## src/rtl/cct_sync_edge.sv

```systemverilog
module cct_sync_edge #(
  parameter int STAGES = 2
) (
  input  logic clk,
  input  logic rst,
  input  logic din,
  output logic rise
);
  logic [STAGES-1:0] sr;
  logic              prev;

  always_ff @(posedge clk) begin
    if (rst) begin
      sr   <= '0;
      prev <= 1'b0;
    end else begin
      sr   <= {sr[STAGES-2:0], din};
      prev <= sr[STAGES-1];
    end
  end

  assign rise = sr[STAGES-1] & ~prev;


  rise_single_chk: assert property (@(posedge clk) disable iff (rst)
    rise |=> !rise);
endmodule

```

## src/rtl/cct_half_counter.sv

```systemverilog
module cct_half_counter #(
  parameter int W = 16
) (
  input  logic         clk,
  input  logic         rst,
  input  logic         clr,
  input  logic         inc,
  output logic [W-1:0] cnt,
  output logic         carry
);
  localparam logic [W-1:0] TOP = '1;

  assign carry = inc && (cnt == TOP);

  always_ff @(posedge clk) begin
    if (rst || clr)
      cnt <= '0;
    else if (inc)
      cnt <= cnt + 1'b1;
  end


  half_step_chk: assert property (@(posedge clk) disable iff (rst)
    (inc && !clr) |=> (cnt == $past(cnt) + 1'b1));
endmodule

```

## src/rtl/cascade_capture_timer.sv

```systemverilog
module cascade_capture_timer #(
  parameter int HALF_W    = 16,
  parameter int SYNC_LEN  = 2
) (
  input  logic                  clk,
  input  logic                  rst,
  input  logic                  clr,
  input  logic                  en,
  input  logic                  cap_in,
  input  logic                  ack,
  output logic [2*HALF_W-1:0]   cap_value,
  output logic                  cap_valid,
  output logic                  overrun,
  output logic                  wrap_pulse
);
  localparam int NUM   = 2;
  localparam int CNT_W = NUM * HALF_W;

  logic [HALF_W-1:0] half [NUM];
  logic [NUM:0]      chain;
  logic [CNT_W-1:0]  count;
  logic              rise;

  assign chain[0] = en;

  for (genvar g = 0; g < NUM; g++) begin : g_half
    cct_half_counter #(.W(HALF_W)) u_half (
      .clk   (clk),
      .rst   (rst),
      .clr   (clr),
      .inc   (chain[g]),
      .cnt   (half[g]),
      .carry (chain[g+1])
    );
    assign count[g*HALF_W +: HALF_W] = half[g];
  end

  cct_sync_edge #(.STAGES(SYNC_LEN)) u_sync (
    .clk  (clk),
    .rst  (rst),
    .din  (cap_in),
    .rise (rise)
  );

  always_ff @(posedge clk) begin
    if (rst) begin
      cap_value <= '0;
      cap_valid <= 1'b0;
      overrun   <= 1'b0;
    end else if (rise) begin
      cap_value <= count;
      cap_valid <= 1'b1;
      if (cap_valid && !ack)
        overrun <= 1'b1;
    end else if (ack) begin
      cap_valid <= 1'b0;
    end
  end

  always_ff @(posedge clk) begin
    if (rst)
      wrap_pulse <= 1'b0;
    else
      wrap_pulse <= chain[NUM] && !clr;
  end


  reset_state_chk: assert property (@(posedge clk)
    rst |=> (!cap_valid && !overrun && !wrap_pulse && count == '0));

  capture_coherent_chk: assert property (@(posedge clk) disable iff (rst)
    rise |=> (cap_valid && cap_value == $past(count)));

  ack_clear_chk: assert property (@(posedge clk) disable iff (rst)
    (ack && !rise) |=> (!cap_valid && $stable(cap_value)));

  overrun_sticky_chk: assert property (@(posedge clk) disable iff (rst)
    overrun |=> overrun);

  clear_both_chk: assert property (@(posedge clk) disable iff (rst)
    clr |=> (count == '0));

  hold_count_chk: assert property (@(posedge clk) disable iff (rst)
    (!en && !clr) |=> $stable(count));

  wrap_single_chk: assert property (@(posedge clk) disable iff (rst)
    wrap_pulse |-> (count == '0) ##1 !wrap_pulse);
endmodule

```

## config.mk

```make
export PLATFORM = sky130hd
export DESIGN_NAME = cascade_capture_timer
export DESIGN_NICKNAME = d
export VERILOG_FILES = /design/src/rtl/cct_sync_edge.sv /design/src/rtl/cct_half_counter.sv /design/src/rtl/cascade_capture_timer.sv
export SDC_FILE = /design/constraint.sdc
export NUM_CORES = 1
export LEC_CHECK = 0
export ABC_AREA = 1
export BUFFER_PORTS_ARGS = -buffer_cell sky130_fd_sc_hd__buf_2
export CORE_UTILIZATION = 28
export DETAILED_ROUTE_END_ITERATION = 8
export PLACE_DENSITY = 0.51
export SLEW_MARGIN = 20
export SYNTH_ARGS = -nofsm -noshare
export SYNTH_HDL_FRONTEND = slang
export SYNTH_SLANG_ARGS = --single-unit
```

## constraint.sdc

```tcl
create_clock -name clk -period 2 [get_ports clk]
set_input_delay 0.2 -clock clk [delete_from_list [all_inputs] [get_ports clk]]
set_output_delay 0.2 -clock clk [all_outputs]
set_load 0.03 [all_outputs]
```

## Yosys cells after proc, flatten, opt, wreduce, memory -nomap -nowiden

Index checks and enable logic that the tools add are counted.

- Register bits: 70
- Bits of input ports: 6

- Add/subtract/negate cells: 2
- Equal/unequal tests: 2
- Mux-type cells: 2
- Bitwise operators: 2
- Reductions and logical operators: 9

Operators by type and width:

| operator | count |
|---|---|
| 16-bit by 1-bit adder with 16-bit output, second input constant | 2 |
| 16-bit == test, second input constant | 2 |
| 1-bit logical AND | 4 |
| 1-bit logical NOT | 2 |
| 1-bit 2-to-1 mux | 2 |
| 2-bit AND reduction | 1 |
| 2-bit nonzero test | 1 |
| 1-bit bitwise AND | 1 |
| 1-bit logical OR | 1 |
| 1-bit inverter | 1 |

## Logic depth before layout (Yosys ltp)

Gate-level depths: netlist of run 1.

- Word-level depth: 4
- Gate-level depth with buffers: 9
- Gate-level depth less buffers: 9

## Hierarchy

Synthesis of run 1 repeated with hierarchy kept, for this count alone.

- Cell total of the unflattened synthesis: 430
- Area total of the unflattened synthesis: 3181.8 µm²

Modules (own cells, without submodules):

| module | times used | cells an instance | area an instance (µm²) |
|---|---|---|---|
| cct_half_counter | 2 | 135 | 873.3 |
| cascade_capture_timer | 1 | 150 | 1348.8 |
| cct_sync_edge | 1 | 10 | 86.3 |

## Least setup slack after synthesis of run 1

OpenSTA, ideal clock, no wires.

- Path type: reg2reg
- Start: reg g_half[0].u_half.cnt[1]
- End: reg g_half[1].u_half.cnt[5]
- Arrival: 1283 ps
- Data required time: 1884 ps
- Path slack: 601 ps
- Stages on the path, launching flop included: 10
- Buffers on the path: 1
- Clock period less this slack: 1399 ps
- Path through: dfxtp_1 -> ha_1 -> nand2_2 -> nor2_4 -> nand3_2 -> nor2_4 -> inv_1 -> buf_6 -> nor2_1 -> nor2_1

- Cells in the longest elaborated chain, start to end: 2

RTL lines:

| what | line | text |
|---|---|---|
| start: declaration | cct_half_counter.sv:8 | `output logic [W-1:0] cnt,` |
| start signal: assignment | cct_half_counter.sv:19 | `cnt <= cnt + 1'b1;` |
| 16-bit == test | cct_half_counter.sv:13 | `assign carry = inc && (cnt == TOP);` |
| 1-bit logical AND | cct_half_counter.sv:13 |  |
| end signal: assignment | cct_half_counter.sv:19 |  |
| end: declaration | cct_half_counter.sv:8 |  |

No other way between the ends.
A chain may end at the register's enable or synchronous reset.

## Worst setup path after layout of run 1

- Start: reg g_half[0].u_half.cnt[1]
- End: reg g_half[1].u_half.cnt[1]

The elaborated chain is that of the path after synthesis.

==> results.txt, run 1 <==
Outcome -> complete, no violations
Post-CTS clock slew at the launch and capture registers of the worst setup and hold paths -> 0.07 ns
Global-route wire length before repair -> 11,500 µm
Actual transition at the worst max-transition pin -> 0.423 ns
Largest fanout on the critical path -> 12
Biggest area consumer among synthesized cells -> sky130_fd_sc_hd__dfxtp_1
DRT iter0 DRCs -> 86
Worst-case headroom to the max-slew limit -> 71.8%
Total detailed-routing wirelength -> 6680 µm
Post-Synthesis Mean Instance Area -> 7.21 µm²
Top library cells by usage in the layout, fill and taps aside -> sky130_fd_sc_hd__nor2_1 (96), sky130_fd_sc_hd__dfxtp_1 (70), sky130_fd_sc_hd__nand2_1 (64)
Clock tree root buffer cell -> sky130_fd_sc_hd__clkbuf_8
I/O Buffers -> 40
Total leakage power -> 1.46 nW
Commonest non-fill, non-tap cell in the layout -> sky130_fd_sc_hd__nor2_1
IO Pins -> 41
Residual overflow from global routing -> 0
Cells after synthesis -> 403
Number of nets in the final layout -> 453
Finished layout cell area -> 3420 µm²
Crit path time final -> 1.58 ns
Die Area -> 10,800 µm²
Final worst path period share -> 79.1%
Number of buffers inserted by post-CTS setup repair -> 0
Worst voltage drop across the vdd grid -> 0.328 mV
DRT antenna net count -> 0
Number of distinct library cells after synthesis -> 26
Site Rows -> 36
Number of hold-slack violations in the final timing report -> 0
Sequential fraction of the synthesis area -> 48.2%
Category of the worst setup path capture point -> register
Library cell contributing the largest single delay on the critical path -> sky130_fd_sc_hd__dfxtp_1
Power density normalized to cell area -> 796 nW/µm²
Area growth syn-to-layout -> 17.8%
Clock tree from TritonCTS -> done
HP Class -> in2reg
Antenna violations before repair -> 0
Flops & latches, synth -> 70
Weighted congestion reported at the end of routability-driven placement -> 0.815
Hold Path Cell Cnt -> 3
Setup violation total in the final timing report -> 0
Overall via count from detail_route -> 2,592
Die height -> 104 µm
Routed wire per std cell -> 11.5 µm
Floorplan die width -> 104 µm
Fillers -> 1,096
Vias in the first global route -> 2,428
Post-synth top area share -> 48.2%
Number of clock sinks -> 70
Startpoint class of the critical path -> register
Required time of the worst setup path -> 2.24 ns
CTS max path bufs -> 2
Syn nets -> 411
Synth warnings -> 0
Critical path data arrival time -> 1.82 ns
DRC violations left -> 0
Hold Buf Count CTS -> 0
Slowest cell delay on critical path -> 0.38 ns
TritonRoute pass-1 iters -> 6
Antenna diode count -> 0
Final Slew Violations -> 0
Most frequent cell on the critical path -> sky130_fd_sc_hd__nor2_4
Area contributors post-synth -> sky130_fd_sc_hd__dfxtp_1 (48%), sky130_fd_sc_hd__nor2_1 (13%), sky130_fd_sc_hd__nand2_1 (8.3%), sky130_fd_sc_hd__o21ai_0 (7.8%), sky130_fd_sc_hd__a21oi_1 (4.8%)
Clock buffers created by TritonCTS -> 9
Sum of negative setup slack -> 0 ns
Number of gates given a new drive strength after cts -> 0
Total track usage -> 13.4%
Via density per instance -> 4.45
H-tree Lvls -> 3
Initial core utilization -> 29.3%
Pin count of the biggest net entering global routing -> 48
Core area -> 9910 µm²
Setup CP Type -> reg2reg
Crit-path cells -> ha_1 -> nand2_2 -> nor2_4 -> nand3_2 -> nor2_4 -> inv_1 -> o21ai_0 -> nor2_1
Register-to-Register Path Depth -> 8
Total standard cell area after synthesis -> 2910 µm²
Hpwl dp -> 4420 µm
Fin Clk Skew -> 0.0114 ns
Setup repair after global routing missed its margin -> no
Instance area after placement -> 3240 µm²
MaxCap Viol Count -> 0
Achievable Freq -> 632 MHz
Skew-Pair Late Insertion Delay -> 0.34 ns
Proportion of layout cells with a drive suffix above 1 -> 15.1%
## state kept, by name (all words and copies together), names as in the netlist
signal	cells
overrun	1
wrap_pulse	1
u_sync.sr	2
u_sync.prev	1
g_half.u_half.cnt	32
cap_valid	1
cap_value	32
## through the flow
stage / std cells / utilization, % / setup WS, ns / total power (W) / hold slack [ns]
finish: 582 / 34.5 / 0.418 / 0.00273 / 0.0631
global route: 582 / 34.5 / 0.271 / 0.00286 / 0.0688
CTS: 582 / 34.5 / 0.410 / 0.00277 / 0.0540
detailed placement: 567 / 32.7 / 0.427 / 0.00167 / 0.396
global placement: 567 / 32.7 / 0.469 / 0.00167 / 0.395
floorplan: 403 / - / 0.601 / 0.00161 / 0.269
## per-layer routing
| layer | up-vias | wire [µm] | track usage, % |
|---|---|---|---|
| li1 | 1375 | - | - |
| met1 | 1176 | 3260 | 16.4 |
| met2 | 30 | 3150 | 22.5 |
| met3 | 11 | 160 | 2.51 |
| met4 | 0 | 117 | 6.43 |
| met5 | - | 0 | 0 |
## cell families after synthesis
logic type	count (synthesis)	synth area share (%)
XOR/XNOR	5	1.51
adder cells (fa/ha/maj)	2	0.861
flip-flops	70	48.2
buffers and inverters	48	6.98
AO/OA/AOI/OAI	77	13.6
AND/OR/NAND/NOR	201	28.8
## Yosys cell counts (all sizes together)
cell,instances
ha,2
nand3,22
dfxtp,70
nor3,8
nor2,101
o21a,2
nand4,3
nand2,66
o21ai,45
clkbuf,8
xnor2,3
clkinv,2
buf,6
a21oi,29
and3,1
a31oi,1
xor2,2
inv,32
## path summary, 6_finish.rpt
| kind | start | end | slack [ns] |
|---|---|---|---|
| worst max-delay path | g_half[0].u_half.cnt[1] | g_half[1].u_half.cnt[1] | 0.42 |
| worst min-delay path | cap_in | u_sync.sr[0] | 0.06 |
| worst min register to register | u_sync.sr[0] | u_sync.sr[1] | 0.41 |
| worst max register to register | g_half[0].u_half.cnt[1] | g_half[1].u_half.cnt[1] | 0.42 |
## cell type report
class                      instances  area [µm²]  share of cell area [%]
clock buffer                      15         186                    5.45
inverter                          34         128                    3.73
multi-input combinational        285        1300                    38.1
sequential                        70        1400                    40.9
tap                              133         166                    4.86
timing repair buffer              45         238                    6.94
## worst max-delay path, delay by kind of cell, from the launching register on
family | cells | cell delay (ns)
buffers and inverters | 1 | 0.20
adder cells (fa/ha/maj) | 1 | 0.18
AO/OA/AOI/OAI | 1 | 0.22
AND/OR/NAND/NOR | 5 | 0.51
flip-flops | 1 | 0.38
## power by group
group	internal (W)	switching, W	leakage (nW)	total (W)
Sequential	0.00143	0.0000155	0.568	0.00144
Clock	0.000582	0.000507	0.0958	0.00109
Combinational	0.0000521	0.000140	0.795	0.000192
Power figures use the tool's default switching activity.
==> run 2: changes to the inputs <==
--- a/config.mk
+++ b/config.mk
@@ -5,11 +5,11 @@
 export SDC_FILE = /design/constraint.sdc
 export NUM_CORES = 1
 export LEC_CHECK = 0
-export ABC_AREA = 1
+export ABC_AREA = 0
 export BUFFER_PORTS_ARGS = -buffer_cell sky130_fd_sc_hd__buf_2
 export CORE_UTILIZATION = 28
 export DETAILED_ROUTE_END_ITERATION = 8
-export PLACE_DENSITY = 0.51
+export PLACE_DENSITY = 0.53
 export SLEW_MARGIN = 20
 export SYNTH_ARGS = -nofsm -noshare
 export SYNTH_HDL_FRONTEND = slang
==> constraint.sdc (replaced) <==
create_clock -name clk -period 1.4 [get_ports clk]
set_input_delay 0.14 -clock clk [delete_from_list [all_inputs] [get_ports clk]]
set_output_delay 0.14 -clock clk [all_outputs]
set_load 0.03 [all_outputs]
==> run 2 against run 1 <==
  * The run now ends with setup timing left
  * Sequential power grew 39%
  * Hold slack lost 0.046 ns
  * Critical path depth shrank 2
  * Clock power grew 65%
  * Critical path type unchanged
  * Critical endpoint is now g_half[1].u_half.cnt[8]
  * Largest power group unchanged
  * Highest routed layer unchanged
==> results.txt, run 2 <==
Detailed route wirelength on metal2 -> 3430 µm
Metal-1 WL -> 3580 µm
DRC violations left -> 0
Finished layout cell area -> 4140 µm²
Critical path data arrival time -> 2.13 ns
EDFF count, synth -> 0
Routed wire length on met3 -> 258 µm
Biggest area consumer among synthesized cells -> sky130_fd_sc_hd__dfxtp_1
Residual overflow from global routing -> 0
DRT iter0 DRCs -> 80
Post-synth top area share -> 49.8%
Final worst path period share -> 132%
Syn nets -> 348
Total Power -> 0.00392 W
Antenna diode count -> 0
Synth warnings -> 0
Clock buffers created by TritonCTS -> 9
Leading cell type by number of instances after synthesis -> sky130_fd_sc_hd__nand2_1
Flops & latches, synth -> 70
Slowest cell delay on critical path -> 0.46 ns
Post-Synthesis Mean Instance Area -> 8.28 µm²
Achievable Freq -> 541 MHz
Number of clock sinks -> 70
Setup repair after global routing missed its margin -> yes
Setup violation total in the final timing report -> 23
Final setup margin -> -0.450 ns
Outcome -> complete, but fails checks
Critical Path Sink -> g_half[1].u_half.cnt[8]
Multi-input gate area in the final layout -> 1510 µm²
Total leakage power -> 1.66 nW
Number of nets in the final layout -> 452
IO Pins -> 41
Area contributors post-synth -> sky130_fd_sc_hd__dfxtp_1 (50%), sky130_fd_sc_hd__nand2_1 (11%), sky130_fd_sc_hd__a21oi_1 (8.9%), sky130_fd_sc_hd__or4_1 (2.9%), sky130_fd_sc_hd__or3_1 (2.9%)
Fin Clk Skew -> 0.0110 ns
Total detailed-routing wirelength -> 7410 µm
Reg-to-reg critical path startpoint -> g_half[0].u_half.cnt[13]
Die height -> 102 µm
Via density per instance -> 4.67
Reg2Reg Setup Slack -> -0.45 ns
Actual transition at the worst max-transition pin -> 0.571 ns
H-tree Lvls -> 3
Clock tree root buffer cell -> sky130_fd_sc_hd__clkbuf_8
Async SR Flop Fraction -> 0%
Global-route wire length before repair -> 11,900 µm
Number of hold-slack violations in the final timing report -> 0
Floorplan die width -> 102 µm
CTS max path bufs -> 2
First element of the critical path -> g_half[0].u_half.cnt[13]
DRT antenna net count -> 0
Most instantiated flip-flop cell in the synthesis netlist -> sky130_fd_sc_hd__dfxtp_1
Total track usage -> 14.9%
Pin count of the biggest net entering global routing -> 33
Core area -> 9770 µm²
Initial core utilization -> 28.8%
I/O Buffers -> 40
MaxCap Viol Count -> 0
Post-CTS clock slew at the launch and capture registers of the worst setup and hold paths -> 0.08 ns
Cells after synthesis -> 340
Final Slew Violations -> 0
Site Rows -> 36
Skew-Pair Late Insertion Delay -> 0.35 ns
Hpwl dp -> 4890 µm
Die Area -> 10,500 µm²
Worst-case headroom to the max-slew limit -> 61.9%
Vias in the first global route -> 2,448
Clock tree from TritonCTS -> done
HP Class -> in2reg
Crit-path cells -> nand4_1 -> buf_4 -> buf_6 -> or4_4 -> or4_1 -> a21oi_2
Total standard cell area after synthesis -> 2810 µm²
Worst voltage drop across the vdd grid -> 0.539 mV
Top Registers -> cap_value: 32 flops, g_half.u_half.cnt: 32 flops, u_sync.sr: 2 flops
Startpoint class of the critical path -> register
Antenna violations before repair -> 0
Setup CP Type -> reg2reg
Register-to-Register Path Depth -> 6
Combined flip-flop and latch cell area -> 1420 µm²
Largest fanout on the critical path -> 5
Commonest non-fill, non-tap cell in the layout -> sky130_fd_sc_hd__nand2_1
Critical register-to-register path endpoint -> g_half[1].u_half.cnt[8]
Fillers -> 996
Top Layer Used -> met4
Routed wire per std cell -> 12.7 µm
Overall via count from detail_route -> 2,718
Weighted congestion reported at the end of routability-driven placement -> 0.721
TritonRoute pass-1 iters -> 4
Violations in the final reports -> setup timing
Number of distinct library cells after synthesis -> 29
Top library cells by usage in the layout, fill and taps aside -> sky130_fd_sc_hd__nand2_1 (80), sky130_fd_sc_hd__buf_4 (58), sky130_fd_sc_hd__dfxtp_1 (57)
Power density normalized to cell area -> 948 nW/µm²
Proportion of layout cells with a drive suffix above 1 -> 37.0%
Category of the worst setup path capture point -> register
Sequential fraction of the synthesis area -> 49.8%
Area growth syn-to-layout -> 47.0%
Leading cell types by count after synthesis -> sky130_fd_sc_hd__nand2_1 (81), sky130_fd_sc_hd__dfxtp_1 (70), sky130_fd_sc_hd__a21oi_1 (50), sky130_fd_sc_hd__clkbuf_1 (16)
Crit path time final -> 1.85 ns
Library cell contributing the largest single delay on the critical path -> sky130_fd_sc_hd__or4_4
Required time of the worst setup path -> 1.68 ns
Instance area after placement -> 3670 µm²
## run 2: cell types whose count changed after synthesis, moves of 6 or more
cell and delta:
sky130_fd_sc_hd__or4_1 +11, sky130_fd_sc_hd__a21oi_1 +22, sky130_fd_sc_hd__nand2_1 +17, sky130_fd_sc_hd__mux2i_1 +6, sky130_fd_sc_hd__clkbuf_1 +8, sky130_fd_sc_hd__inv_1 -26
sky130_fd_sc_hd__o21ai_0 -35, sky130_fd_sc_hd__nand3_1 -11, sky130_fd_sc_hd__or3_1 +13, sky130_fd_sc_hd__o31ai_1 +7, sky130_fd_sc_hd__nor2_1 -84, sky130_fd_sc_hd__nor4_1 +7
## run 2: metrics by stage
stage,setup TNS [ns],instances,hold WS (ns),worst slack (ns),utilization [%]
after detailed placement,-8.05,555,0.355,-0.455,37.6
after global routing,-9.80,582,0.0469,-0.528,42.3
after global placement,-7.42,555,0.360,-0.413,37.6
after CTS,-7.92,579,0.00247,-0.448,41.6
after floorplan,-6.65,340,0.268,-0.413,-
final,-7.99,582,0.0173,-0.450,42.3
## run 2: cells by family after synthesis
family / after synthesis / share of synthesized area [%]
AOI/OAI and AO/OA: 68 / 12.9
xor gates and xnor gates: 9 / 2.80
adders and majority gates: 2 / 0.889
buffers and inverters: 26 / 3.78
DFF: 70 / 49.8
muxes: 6 / 2.13
and+or+nand+nor: 159 / 27.7
## run 2: area by class of cell
cell class,instances,area share [%]
multi-input cells,246,36.5
flip-flops and latches,70,34.4
repair buffers,111,19.3
well taps,133,4.02
clock buffers,10,3.09
clock inverters,6,2.12
inverters,6,0.544
## run 2: worst min path at each step
| stage | slack, ns | to | depth (start not counted) | start |
|---|---|---|---|---|
| 2_1_floorplan | 0.27 | u_sync.sr[0] | 1 | cap_in |
| 3_3_place_gp | 0.36 | u_sync.sr[0] | 2 | cap_in |
| 3_5_place_dp | 0.35 | u_sync.sr[0] | 2 | cap_in |
| 4_1_cts | 0.002 | cap_value[31] | 2 | rst |
| 5_1_grt | 0.05 | cap_value[31] | 2 | rst |
| 6_report | 0.02 | cap_value[31] | 2 | rst |
## run 2: critical path: cells and delay by family, from the launching register on
kind	cells	cell delay, ns
AO/OA/AOI/OAI	1	0.15
buffers and inverters	2	0.27
flip-flops	1	0.33
AND/OR/NAND/NOR	3	1.03
## run 2: power by group
group	total (W)	internal [W]	switching, W
clock network	0.00180	0.00100	0.000800
registers	0.00200	0.00199	0.00000387
logic	0.000121	0.0000423	0.0000790
total	0.00392	0.00304	0.000883
## run 2: routing by layer
| metal | vias up | GRT usage [%] |
|---|---|---|
| met5 | - | 0 |
| met4 | 0 | 7.25 |
| met3 | 13 | 3.15 |
| met2 | 45 | 23.4 |
| met1 | 1263 | 19.5 |
| li1 | 1397 | - |
## run 2: what timing repair did
action	CTS	global route
gates cloned	2	0
gates resized for setup	24	10
pin swaps	20	5
setup endpoints to repair	23	26
hold endpoints to repair	1	0
hold buffers	1	0
setup buffers	5	3
==> run 3: changes to the inputs <==
--- a/config.mk
+++ b/config.mk
@@ -6,10 +6,12 @@
 export NUM_CORES = 1
 export LEC_CHECK = 0
 export ABC_AREA = 0
+export ABC_CLOCK_PERIOD_IN_PS = 1400
 export BUFFER_PORTS_ARGS = -buffer_cell sky130_fd_sc_hd__buf_2
 export CORE_UTILIZATION = 28
 export DETAILED_ROUTE_END_ITERATION = 8
-export PLACE_DENSITY = 0.53
+export PLACE_DENSITY = 0.59
+export SETUP_SLACK_MARGIN = 0.1
 export SLEW_MARGIN = 20
 export SYNTH_ARGS = -nofsm -noshare
 export SYNTH_HDL_FRONTEND = slang
==> run 3 against run 2 <==
  * The run still ends with setup timing left
  * Cell count stayed put
  * Final area rose by 1.9%
  * Clock skew is 0.0015 ns lower
  * First-iteration DRC count is 48% higher
  * Count of clock-buffer cells in the layout grew 1
  * Clock power up 15%
==> results.txt, run 3 (synthesized netlist as in run 2, its figures left out) <==
Outcome -> complete, but fails checks
Violations in the final reports -> setup timing
H-tree Lvls -> 3
Crit-path cells -> nand4_1 -> or4_4 -> or4_4 -> a21oi_2
Global-route wire length before repair -> 12,400 µm
Critical path data arrival time -> 2.08 ns
Die height -> 102 µm
Number of clock sinks -> 70
Post-placement worst setup slack -> -0.469 ns
Overall via count from detail_route -> 2,794
Setup violation total in the final timing report -> 23
Clock buffers created by TritonCTS -> 9
Number of hold-slack violations in the final timing report -> 0
Startpoint class of the critical path -> register
TritonRoute pass-1 iters -> 4
Skew-Pair Late Insertion Delay -> 0.35 ns
Fillers -> 977
Proportion of layout cells with a drive suffix above 1 -> 38.8%
Hpwl dp -> 4900 µm
Register-to-Register Path Depth -> 4
Worst voltage drop across the vdd grid -> 0.533 mV
DRT antenna net count -> 0
DRT iter0 DRCs -> 118
Commonest non-fill, non-tap cell in the layout -> sky130_fd_sc_hd__nand2_1
Category of the worst setup path capture point -> register
Crit path time final -> 1.79 ns
CTS max path bufs -> 2
Reg2Reg Setup Slack -> -0.39 ns
Final Slew Violations -> 0
Most frequent cell on the critical path -> sky130_fd_sc_hd__or4_4
Hold Buf Count CTS -> 0
Post-CTS clock slew at the launch and capture registers of the worst setup and hold paths -> 0.08 ns
Floorplan die width -> 102 µm
HP Class -> in2reg
Total detailed-routing wirelength -> 7650 µm
Pin count of the biggest net entering global routing -> 28
Hold endpoint -> u_sync.sr[0]
Area growth syn-to-layout -> 49.8%
MaxCap Viol Count -> 0
Total leakage power -> 1.68 nW
I/O Buffers -> 40
Setup repair after global routing missed its margin -> yes
Final worst path period share -> 128%
Hold Path Cell Cnt -> 2
Setup CP Type -> reg2reg
Total track usage -> 15.3%
DRC violations left -> 0
Worst-case headroom to the max-slew limit -> 59.4%
Number of nets in the final layout -> 452
Site Rows -> 36
Antenna diode count -> 0
Weighted congestion reported at the end of routability-driven placement -> 0.788
Clock tree from TritonCTS -> done
Core area -> 9770 µm²
Residual overflow from global routing -> 0
Initial core utilization -> 28.8%
IO Pins -> 41
Routed wire per std cell -> 13.1 µm
Slowest cell delay on critical path -> 0.57 ns
Antenna violations before repair -> 0
Required time of the worst setup path -> 1.68 ns
Fin Clk Skew -> 0.00953 ns
Power density normalized to cell area -> 993 nW/µm²
Vias in the first global route -> 2,574
Critical register-to-register path endpoint -> g_half[1].u_half.cnt[7]
Library cell contributing the largest single delay on the critical path -> sky130_fd_sc_hd__or4_4
Hold Crit Start -> cap_in
Achievable Freq -> 557 MHz
Actual transition at the worst max-transition pin -> 0.609 ns
Clock tree root buffer cell -> sky130_fd_sc_hd__clkbuf_8
Final setup margin -> -0.394 ns
Final worst hold slack -> 0.00693 ns
Top Registers -> cap_value: 32 flops, g_half.u_half.cnt: 32 flops, u_sync.sr: 2 flops
Largest fanout on the critical path -> 5
Via density per instance -> 4.80
Die Area -> 10,500 µm²
Top library cells by usage in the layout, fill and taps aside -> sky130_fd_sc_hd__nand2_1 (80), sky130_fd_sc_hd__dfxtp_1 (57), sky130_fd_sc_hd__buf_4 (54)
Reg-to-reg critical path startpoint -> g_half[0].u_half.cnt[11]
## run 3: final cells by class
type | instances | area [µm²] | share of cell area [%]
clock buffers | 11 | 153 | 3.62
well taps | 133 | 166 | 3.95
repair buffers | 111 | 806 | 19.1
inverters | 6 | 22.5 | 0.534
flip-flops and latches | 70 | 1420 | 33.7
clock inverters | 5 | 104 | 2.46
multi-input cells | 246 | 1540 | 36.6
## run 3: metrics by stage
stage,setup TNS (ns),cell area (µm²),cells,utilization [%],total power [W]
after floorplan,-6.65,2930,340,-,0.00211
after global placement,-7.76,3620,550,37.1,0.00216
after detailed placement,-8.34,3620,550,37.1,0.00216
after CTS,-6.65,4140,582,42.4,0.00422
after global routing,-8.28,4220,582,43.1,0.00432
final,-7.00,4220,582,43.1,0.00419
## run 3: how the worst max path moves through the flow
stage	to	from	slack [ns]
2_1_floorplan	g_half[1].u_half.cnt[1]	g_half[0].u_half.cnt[1]	-0.41
3_3_place_gp	g_half[1].u_half.cnt[7]	g_half[0].u_half.cnt[13]	-0.45
3_5_place_dp	g_half[1].u_half.cnt[5]	g_half[0].u_half.cnt[13]	-0.47
4_1_cts	g_half[1].u_half.cnt[7]	g_half[0].u_half.cnt[11]	-0.40
5_1_grt	g_half[1].u_half.cnt[3]	g_half[0].u_half.cnt[11]	-0.44
6_report	g_half[1].u_half.cnt[7]	g_half[0].u_half.cnt[11]	-0.39
## run 3: metal layers
metal	track usage [%]	wire length [µm]
met5	0	0
met2	26.3	3710
met1	18.7	3500
met4	7.03	183
met3	2.74	249
## run 3: power breakdown
part           switching (W)  total [W]  internal [W]
registers         0.00000410    0.00200       0.00199
clock network       0.000778    0.00207       0.00129
logic              0.0000779   0.000117     0.0000396
## run 3: repair_timing
action,4_1_cts,5_1_grt
pin swaps,15,11
setup endpoints to repair,26,27
cloned,2,0
setup buffers,14,0
resized for setup,32,16
## run 3: critical path, delay by kind of cell, from the launching register on
kind | cells | cell delay, ns
simple gates | 3 | 1.29
flops | 1 | 0.33
compound gates | 1 | 0.13
